===== src/rtl/sra_pkg.sv =====
package sra_pkg;

    typedef enum logic [1:0] {
        ST_IDLE,
        ST_ISSUE,
        ST_WAIT,
        ST_RETURN
    } sra_state_e;

endpackage


===== src/rtl/sra_rr_pick.sv =====
// Rotating priority selector: first requester strictly after 'last_i'.
module sra_rr_pick #(
    parameter int NPORT = 4,
    parameter int IDX_W = 2
) (
    input  logic [NPORT-1:0] req_i,
    input  logic [IDX_W-1:0] last_i,
    output logic             found_o,
    output logic [IDX_W-1:0] idx_o
);
    always_comb begin
        found_o = 1'b0;
        idx_o   = '0;
        // scan the farthest offset first so that the nearest one wins
        for (int k = NPORT; k >= 1; k--) begin
            int cand;
            cand = int'(last_i) + k;
            if (cand >= NPORT) cand = cand - NPORT;
            if (req_i[cand]) begin
                found_o = 1'b1;
                idx_o   = IDX_W'(cand);
            end
        end
    end
endmodule


===== src/rtl/sra_arg_mux.sv =====
// Selects one client's argument from the flattened argument bus.
module sra_arg_mux #(
    parameter int NPORT = 4,
    parameter int ARG_W = 14,
    parameter int IDX_W = 2
) (
    input  logic [NPORT*ARG_W-1:0] args_i,
    input  logic [IDX_W-1:0]       sel_i,
    output logic [ARG_W-1:0]       arg_o
);
    always_comb begin
        arg_o = '0;
        for (int i = 0; i < NPORT; i++) begin
            if (sel_i == IDX_W'(i)) arg_o = args_i[i*ARG_W +: ARG_W];
        end
    end
endmodule


===== src/rtl/shared_rsrc_arb.sv =====
module shared_rsrc_arb
    import sra_pkg::*;
#(
    parameter int NPORT  = 4,
    parameter int ARG_W  = 14,
    parameter int RES_W  = 16,
    parameter int RD_LAT = 1
) (
    input  logic                   clk_i,
    input  logic                   rst_i,
    input  logic [NPORT-1:0]       cl_req_i,
    input  logic [NPORT*ARG_W-1:0] cl_arg_i,
    output logic [NPORT-1:0]       cl_vld_o,
    output logic [RES_W-1:0]       cl_res_o,
    output logic                   rs_go_o,
    output logic [ARG_W-1:0]       rs_arg_o,
    input  logic [RES_W-1:0]       rs_res_i
);
    localparam int IDX_W = (NPORT > 1) ? $clog2(NPORT) : 1;
    localparam int CNT_W = $clog2(RD_LAT + 1);
    localparam logic [CNT_W-1:0] WAIT_LOAD = (RD_LAT > 1) ? CNT_W'(RD_LAT - 2) : '0;

    typedef struct packed {
        sra_state_e       st;
        logic [IDX_W-1:0] gnt;
        logic [IDX_W-1:0] last;
        logic [ARG_W-1:0] arg;
        logic [CNT_W-1:0] cnt;
    } regs_t;

    regs_t r_q, r_d;

    logic             pick_found;
    logic [IDX_W-1:0] pick_idx;
    logic [ARG_W-1:0] pick_arg;

    sra_rr_pick #(.NPORT(NPORT), .IDX_W(IDX_W)) u_pick (
        .req_i   (cl_req_i),
        .last_i  (r_q.last),
        .found_o (pick_found),
        .idx_o   (pick_idx)
    );

    sra_arg_mux #(.NPORT(NPORT), .ARG_W(ARG_W), .IDX_W(IDX_W)) u_mux (
        .args_i (cl_arg_i),
        .sel_i  (pick_idx),
        .arg_o  (pick_arg)
    );

    always_comb begin
        r_d = r_q;
        unique case (r_q.st)
            ST_IDLE: begin
                if (pick_found) begin
                    r_d.gnt  = pick_idx;
                    r_d.last = pick_idx;
                    r_d.arg  = pick_arg;
                    r_d.st   = ST_ISSUE;
                end
            end
            ST_ISSUE: begin
                r_d.cnt = WAIT_LOAD;
                r_d.st  = (RD_LAT > 1) ? ST_WAIT : ST_RETURN;
            end
            ST_WAIT: begin
                if (r_q.cnt == '0) r_d.st = ST_RETURN;
                else               r_d.cnt = r_q.cnt - 1'b1;
            end
            ST_RETURN: r_d.st = ST_IDLE;
            default:   r_d.st = ST_IDLE;
        endcase
    end

    always_ff @(posedge clk_i) begin
        if (rst_i) begin
            r_q.st   <= ST_IDLE;
            r_q.gnt  <= '0;
            r_q.last <= IDX_W'(NPORT - 1);
            r_q.arg  <= '0;
            r_q.cnt  <= '0;
        end else begin
            r_q <= r_d;
        end
    end

    assign rs_go_o  = (r_q.st == ST_ISSUE);
    assign rs_arg_o = r_q.arg;
    assign cl_res_o = rs_res_i;

    for (genvar g = 0; g < NPORT; g++) begin : g_vld
        assign cl_vld_o[g] = (r_q.st == ST_RETURN) && (r_q.gnt == IDX_W'(g)) && cl_req_i[g];
    end
endmodule


===== config.mk =====
export PLATFORM = sky130hd
export DESIGN_NAME = shared_rsrc_arb
export DESIGN_NICKNAME = d
export VERILOG_FILES = /design/src/rtl/sra_pkg.sv /design/src/rtl/sra_rr_pick.sv /design/src/rtl/sra_arg_mux.sv /design/src/rtl/shared_rsrc_arb.sv
export SDC_FILE = /design/constraint.sdc
export NUM_CORES = 1
export LEC_CHECK = 0
export BUFFER_PORTS_ARGS = -buffer_cell sky130_fd_sc_hd__buf_2
export CAP_MARGIN = 10
export CORE_MARGIN = 2
export CORE_UTILIZATION = 45
export CTS_CLUSTER_SIZE = 8
export DETAILED_ROUTE_END_ITERATION = 10
export PLACE_DENSITY = 0.86
export SYNTH_ARGS = -nofsm -noshare
export SYNTH_HDL_FRONTEND = slang
export SYNTH_SLANG_ARGS = --single-unit

===== constraint.sdc =====
create_clock -name clk_i -period 4.45 [get_ports clk_i]
set_clock_uncertainty 0.2 [all_clocks]
set_input_delay 0.445 -clock clk_i [delete_from_list [all_inputs] [get_ports clk_i]]
set_output_delay 0.445 -clock clk_i [all_outputs]
set_load 0.03 [all_outputs]

# ---- Yosys cells after proc, flatten, opt, wreduce, memory -nomap -nowiden
# Index checks and enable logic that the tools add are counted.
# Widths: inputs -> output; s select.
dict set report op_classes {
  shifts 0
  n_reduce_logical 14
  div 0
  n_mul 0
  n_bitwise 0
  n_eq_ne 11
  addsub 9
  order_cmp 8
  muxes 33
}
# op count
set op_table {}
lappend op_table {{$ge 32x4->1 const B} 4}
lappend op_table {{$lt 32x4->1 const B} 4}
lappend op_table {{$mux 32} 4}
lappend op_table {{$sub 32x4->32 const B} 4}
lappend op_table {{$mux 14} 4}
lappend op_table {{$mux 20} 1}
lappend op_table {{$mux 1} 13}
lappend op_table {{$eq 2x2->1 const B} 6}
lappend op_table {{$mux 2} 5}
lappend op_table {{$bmux 1 s2} 4}
lappend op_table {{$logic_and 1x1->1} 8}
lappend op_table {{$pmux 2 s4} 1}
lappend op_table {{$add 2x2->3 const B} 2}
lappend op_table {{$eq 2x1->1 const B} 3}
lappend op_table {{$logic_not 2->1} 3}
lappend op_table {{$add 2x3->4 const B} 1}
lappend op_table {{$ne 2x2->1 const B} 2}
lappend op_table {{$reduce_and 2->1} 2}
lappend op_table {{$add 2x1->3 const B} 1}
lappend op_table {{$pmux 1 s2} 1}
lappend op_table {{$reduce_bool 2->1} 1}
lappend op_table {{$sub 1x1->1 const B} 1}
dict set report word_totals {
  latch_bits 0
  mem_bits_rw 0
  memories 0
  output_inout_bits 35
  reg_bits 21
  romBits 0
  elab_cells 80
}

# ---- Depth between registers and ports, before layout
dict set report logic_depth {
  depth_word 17
  depth_mapped 7
  ltp_nobuf 5
}

# ---- By module
# Synthesis repeated with hierarchy kept, for this count alone.
dict set report unflattened {
  cells_unflattened 157
  area_unflattened_um2 1473.9
}
# module cells_per_inst area_each_um2 seq_area_each_um2 n_inst
set by_module_without_submodules {}
lappend by_module_without_submodules {shared_rsrc_arb 126 1016.0 400.4 1}
lappend by_module_without_submodules {sra_arg_mux 17 366.6 0.0 1}
lappend by_module_without_submodules {sra_rr_pick 14 91.3 0.0 1}

# ---- Worst setup path after synthesis
# OpenSTA, ideal clock, no wires.
dict set report synth_timing {
  path_type {register to output}
  start {reg r_q[19] (netlist name)}
  end {out cl_vld_o[0]}
  path_slack_ns 2.364
  stages_incl_launch_ff 3
  path_buffers 0
  arrival_time_ns 1.441
  cell_sequence {dfxtp_1 ha_1 nor4bb_1}
}
dict set report synth_via {
  elab_chain_cells 3
}
# element line
set synth_rtl {}
lappend synth_rtl {{start: declaration} shared_rsrc_arb.sv:31} ;# regs_t r_q, r_d;
lappend synth_rtl {{start signal: assignment} shared_rsrc_arb.sv:82} ;# r_q <= r_d;
lappend synth_rtl {{$eq 2x2->1} shared_rsrc_arb.sv:91} ;# assign cl_vld_o[g] = (r_q.st == ST_RETURN) && (r_q.gnt == IDX_W'(g)) && cl_req_i[g];
lappend synth_rtl {{$logic_and 1x1->1 (2 in a row)} shared_rsrc_arb.sv:91}
lappend synth_rtl {{end: declaration} shared_rsrc_arb.sv:13} ;# output logic [NPORT-1:0] cl_vld_o,
# Every way passes these cells.

# ---- Worst setup path in the final report
dict set report layout_timing {
  start {in cl_req_i[1]}
  end {reg r_q (netlist bit rs_arg_o[8])}
}
dict set report layout_via {
  elab_chain_cells 12
  elab_cells_between_ends 29
}
# element line
set layout_rtl {}
lappend layout_rtl {{start: declaration} shared_rsrc_arb.sv:11} ;# input logic [NPORT-1:0] cl_req_i,
lappend layout_rtl {{$bmux 1 s2} sra_rr_pick.sv:19} ;# if (req_i[cand]) begin
lappend layout_rtl {{$mux 1 (not written as such) (2 in a row)} sra_rr_pick.sv:19}
lappend layout_rtl {{$mux 2 (4 in a row)} sra_rr_pick.sv:19}
lappend layout_rtl {{$logic_not 2->1} sra_arg_mux.sv:14} ;# if (sel_i == IDX_W'(i)) arg_o = args_i[i*ARG_W +: ARG_W];
lappend layout_rtl {{$mux 14 (4 in a row)} sra_arg_mux.sv:14}
# Parallel ways exist; a longest one is shown, timed or not. The select of a mux whose other input is x is not followed.
# A chain may end at the register's enable or synchronous reset.

==> results.md <==
- Post-DRT Antenna Nets: 0
- Iter 0 DRT Violations: 39
- Max-cap violation count: 0
- Period Utilization, post-route: 59.4%
- CTS Buf Count: 3
- Yosys top cell area share: 24.0%
- Final setup fails: 0
- Clock power share: between 15 and 20%
- DP Worst Slack: 1.51 ns
- NumNets Final: 301
- Share of cells above drive strength 1: 52.1%
- Placed insts: 263
- Leakage: ~0.94 nW
- Critical path capture point type: flip-flop
- Worst Path Required: 4.38 ns
- Slowest stage delay, CP: 0.82 ns
- Final Slew Violations: 0
- Clk slew on worst S/H paths: around 0.080 ns
- Post-CTS setup buffer count: 0
- Synth cell types: 32
- Max Clock Freq: about 380 MHz
- Routability Congestion: 0.814
- Area leader, netlist: dfxtp_1
- Area of the core: 3610 µm²
- Area contributors post-synth: dfxtp_1, mux2i_1, buf_4
- Hold Crit Class: flip-flop to flip-flop
- Cells after synthesis: 173
- Crit path launch type: input port
- GRT overflow: 0
- Reg2reg end: rs_arg_o[8]$_SDFFE_PP0P_
- Post-synth EDFFs: 0
- Drt wl/cell: roughly 13 µm
- Switching power: 0.486 mW
- R2R setup slack: 1.86 ns
- N_diodes: 0
- DR pass1 iterations: 4
- Die Ht: 64.9 µm
- Mapped Area: 1670 µm²
- PortBufs: 80
- Syn-to-layout area delta: 14.8%
- Worst Tran Pin Value: ~0.88 ns
- Top post-synthesis cells by count: buf_4, mux2i_1, dfxtp_1, nand3b_1, o21ai_2
- Hold Startpoint: rs_arg_o[10]$_SDFFE_PP0P_
- TNS Setup: 0 ns
- CP Max Fanout: 17
- DRC Markers: 0
- Initial antenna violation count: 0
- Most common cell in the netlist: buf_4
- Yosys warnings: 0
- Row cnt: 22
- Internal power: approximately 0.65 mW
- Max-slew headroom: 41.5%
- CTS Hold Bufs: 0
- Cts repair resizes: 0
- Total wire length: 3370 µm
- Slowest stage cell, crit path: a311oi_4
- Clock root cell: clkbuf_8
- Clk sink count: 20
- PwrDens: a little under 600 nW/µm²
- Syn_area_per_cell: 9.66 µm²
- Hold Vio Cnt, Final: 0
- Global-route wire length before repair: between 5000 and 6000 µm
- Run status: finished, final reports clean
- WS Path Type: input port to flip-flop
- Final HPWL DP: between 2000 and 3000 µm
- Worst skew pair latency: 0.26 ns
- Crit Reg-Reg Startpoint: r_q[15]$_SDFFE_PP1P_
- Die footprint: approximately 4200 µm²
- Initial Util: a little under half
- RSZ-0062 raised after global routing: no
- CTS tree: built
- Critical Path, Cell by Cell: buf_2 -> or2_0 -> a311oi_4 -> buf_4 -> mux2i_1 -> mux2_4 -> o21ai_2
- Largest net degree at the start of global routing: 22
- Synthesized Nets: approximately 250
- Hold path depth: 2
- Number of global-route vias before repair: about 1200
- Post-synthesis async set-or-reset flop share: 0%
- Worst Hold End: rs_arg_o[10]$_SDFFE_PP0P_
- Final worst slack: ~1.8 ns
- Main flop type after synthesis: dfxtp_1
- Comb pwr share: between 50% and 60%
- Vias post-DR: approximately 1300
- Buffer depth of the longest clock path: 2
- Register share of total power: 27.1%
- Min Clock Period, post-route: 2.64 ns
- IO Count: 113
- WP data arrival: 2.57 ns
- R2R depth: 6
- Sequential area share after synthesis: approximately a quarter
- #FFs+latches synth: 20
- Fin cells: 267
- Die Width: 64.9 µm
- Peak supply drop: 0.248 mV
- Switching Fraction: between 40 and 50%
- Via/cell ratio: 5.03
- H-tree levels: 1
- GRT Overall Usage: 16.0%
==> registers in the layout, summed over array words and instances, names as in the netlist <==
register,count
rs_arg_o,14
r_q,6
==> stage by stage <==
step           util [%]  total power [mW]  cell area [µm²]  hold WS [ns]
6_report           53.2              1.13             1920         0.284
5_1_grt            53.2              1.21             1920         0.310
4_1_cts            53.2              1.15             1920         0.286
3_5_place_dp       51.2             0.960             1850         0.272
3_3_place_gp       51.2             0.944             1850         0.268
2_1_floorplan         -             0.942             1670         0.257
==> metal layers <==
metal	GRT usage (%)	routed length [µm]	vias up
met5	0	0	-
met4	4.26	23	0
li1	-	-	670
met2	30.4	1790	35
met1	18.1	1390	637
met3	2.60	162	2
==> power groups by stage <==
stage,combinational [mW],sequential (mW),clock (mW)
finish,0.641,0.307,0.185
global route,0.698,0.319,0.197
CTS,0.652,0.306,0.188
detailed placement,0.650,0.311,0
global placement,0.637,0.307,0
floorplan,0.645,0.297,0
==> worst max-delay path, delay by kind of cell <==
family | cells | cell delay, ns
AOI/OAI and AO/OA | 2 | 0.86
buffers and inverters | 2 | 0.55
muxes | 2 | 0.44
and+or+nand+nor | 1 | 0.27
==> layout make-up <==
type                       instances  area, µm²
timing repair buffer              81        408
fill                             358       1690
sequential                        20        400
clock buffer                       3       41.3
multi-input combinational        111        966
tap                               48       60.1
inverter                           3       11.3
clock inverter                     1       30.0
==> kinds of logic (layout without fill, tap and decap cells) <==
logic type,after synthesis,after routing,share of synthesized area [%]
AO/OA/AOI/OAI,23,23,11.0
AND/OR/NAND/NOR,43,43,15.7
multiplexers,42,42,28.2
flip-flops,20,20,24.0
adder cells (fa/ha/maj),3,3,2.25
buffers and inverters,42,88,18.9
==> layout by cell type (no fill, tap or decap), drive strengths merged, types with 4 or more instances in the layout <==
master,netlist,routed
buf,35,81
mux2i,28,28
dfxtp,20,20
o21ai,15,15
nand3b,14,14
mux2,14,14
nand2,7,7
nor2,7,7
nand2b,4,4
a21oi,4,4
==> worst max-delay path by stage <==
stage                    startpoint                         to  slack [ns]  cells past startpoint
3_3_place_gp            cl_req_i[1]  rs_arg_o[11]$_SDFFE_PP0P_        1.60                      7
5_1_grt                 cl_req_i[1]   rs_arg_o[8]$_SDFFE_PP0P_        1.66                      7
6_report                cl_req_i[1]   rs_arg_o[8]$_SDFFE_PP0P_        1.81                      7
4_1_cts                 cl_req_i[1]   rs_arg_o[8]$_SDFFE_PP0P_        1.78                      7
3_5_place_dp            cl_req_i[1]   rs_arg_o[8]$_SDFFE_PP0P_        1.51                      7
2_1_floorplan  r_q[19]$_SDFFE_PP0P_                cl_vld_o[0]        2.36                      2
Note: power is estimated with default switching activity, not from simulation.
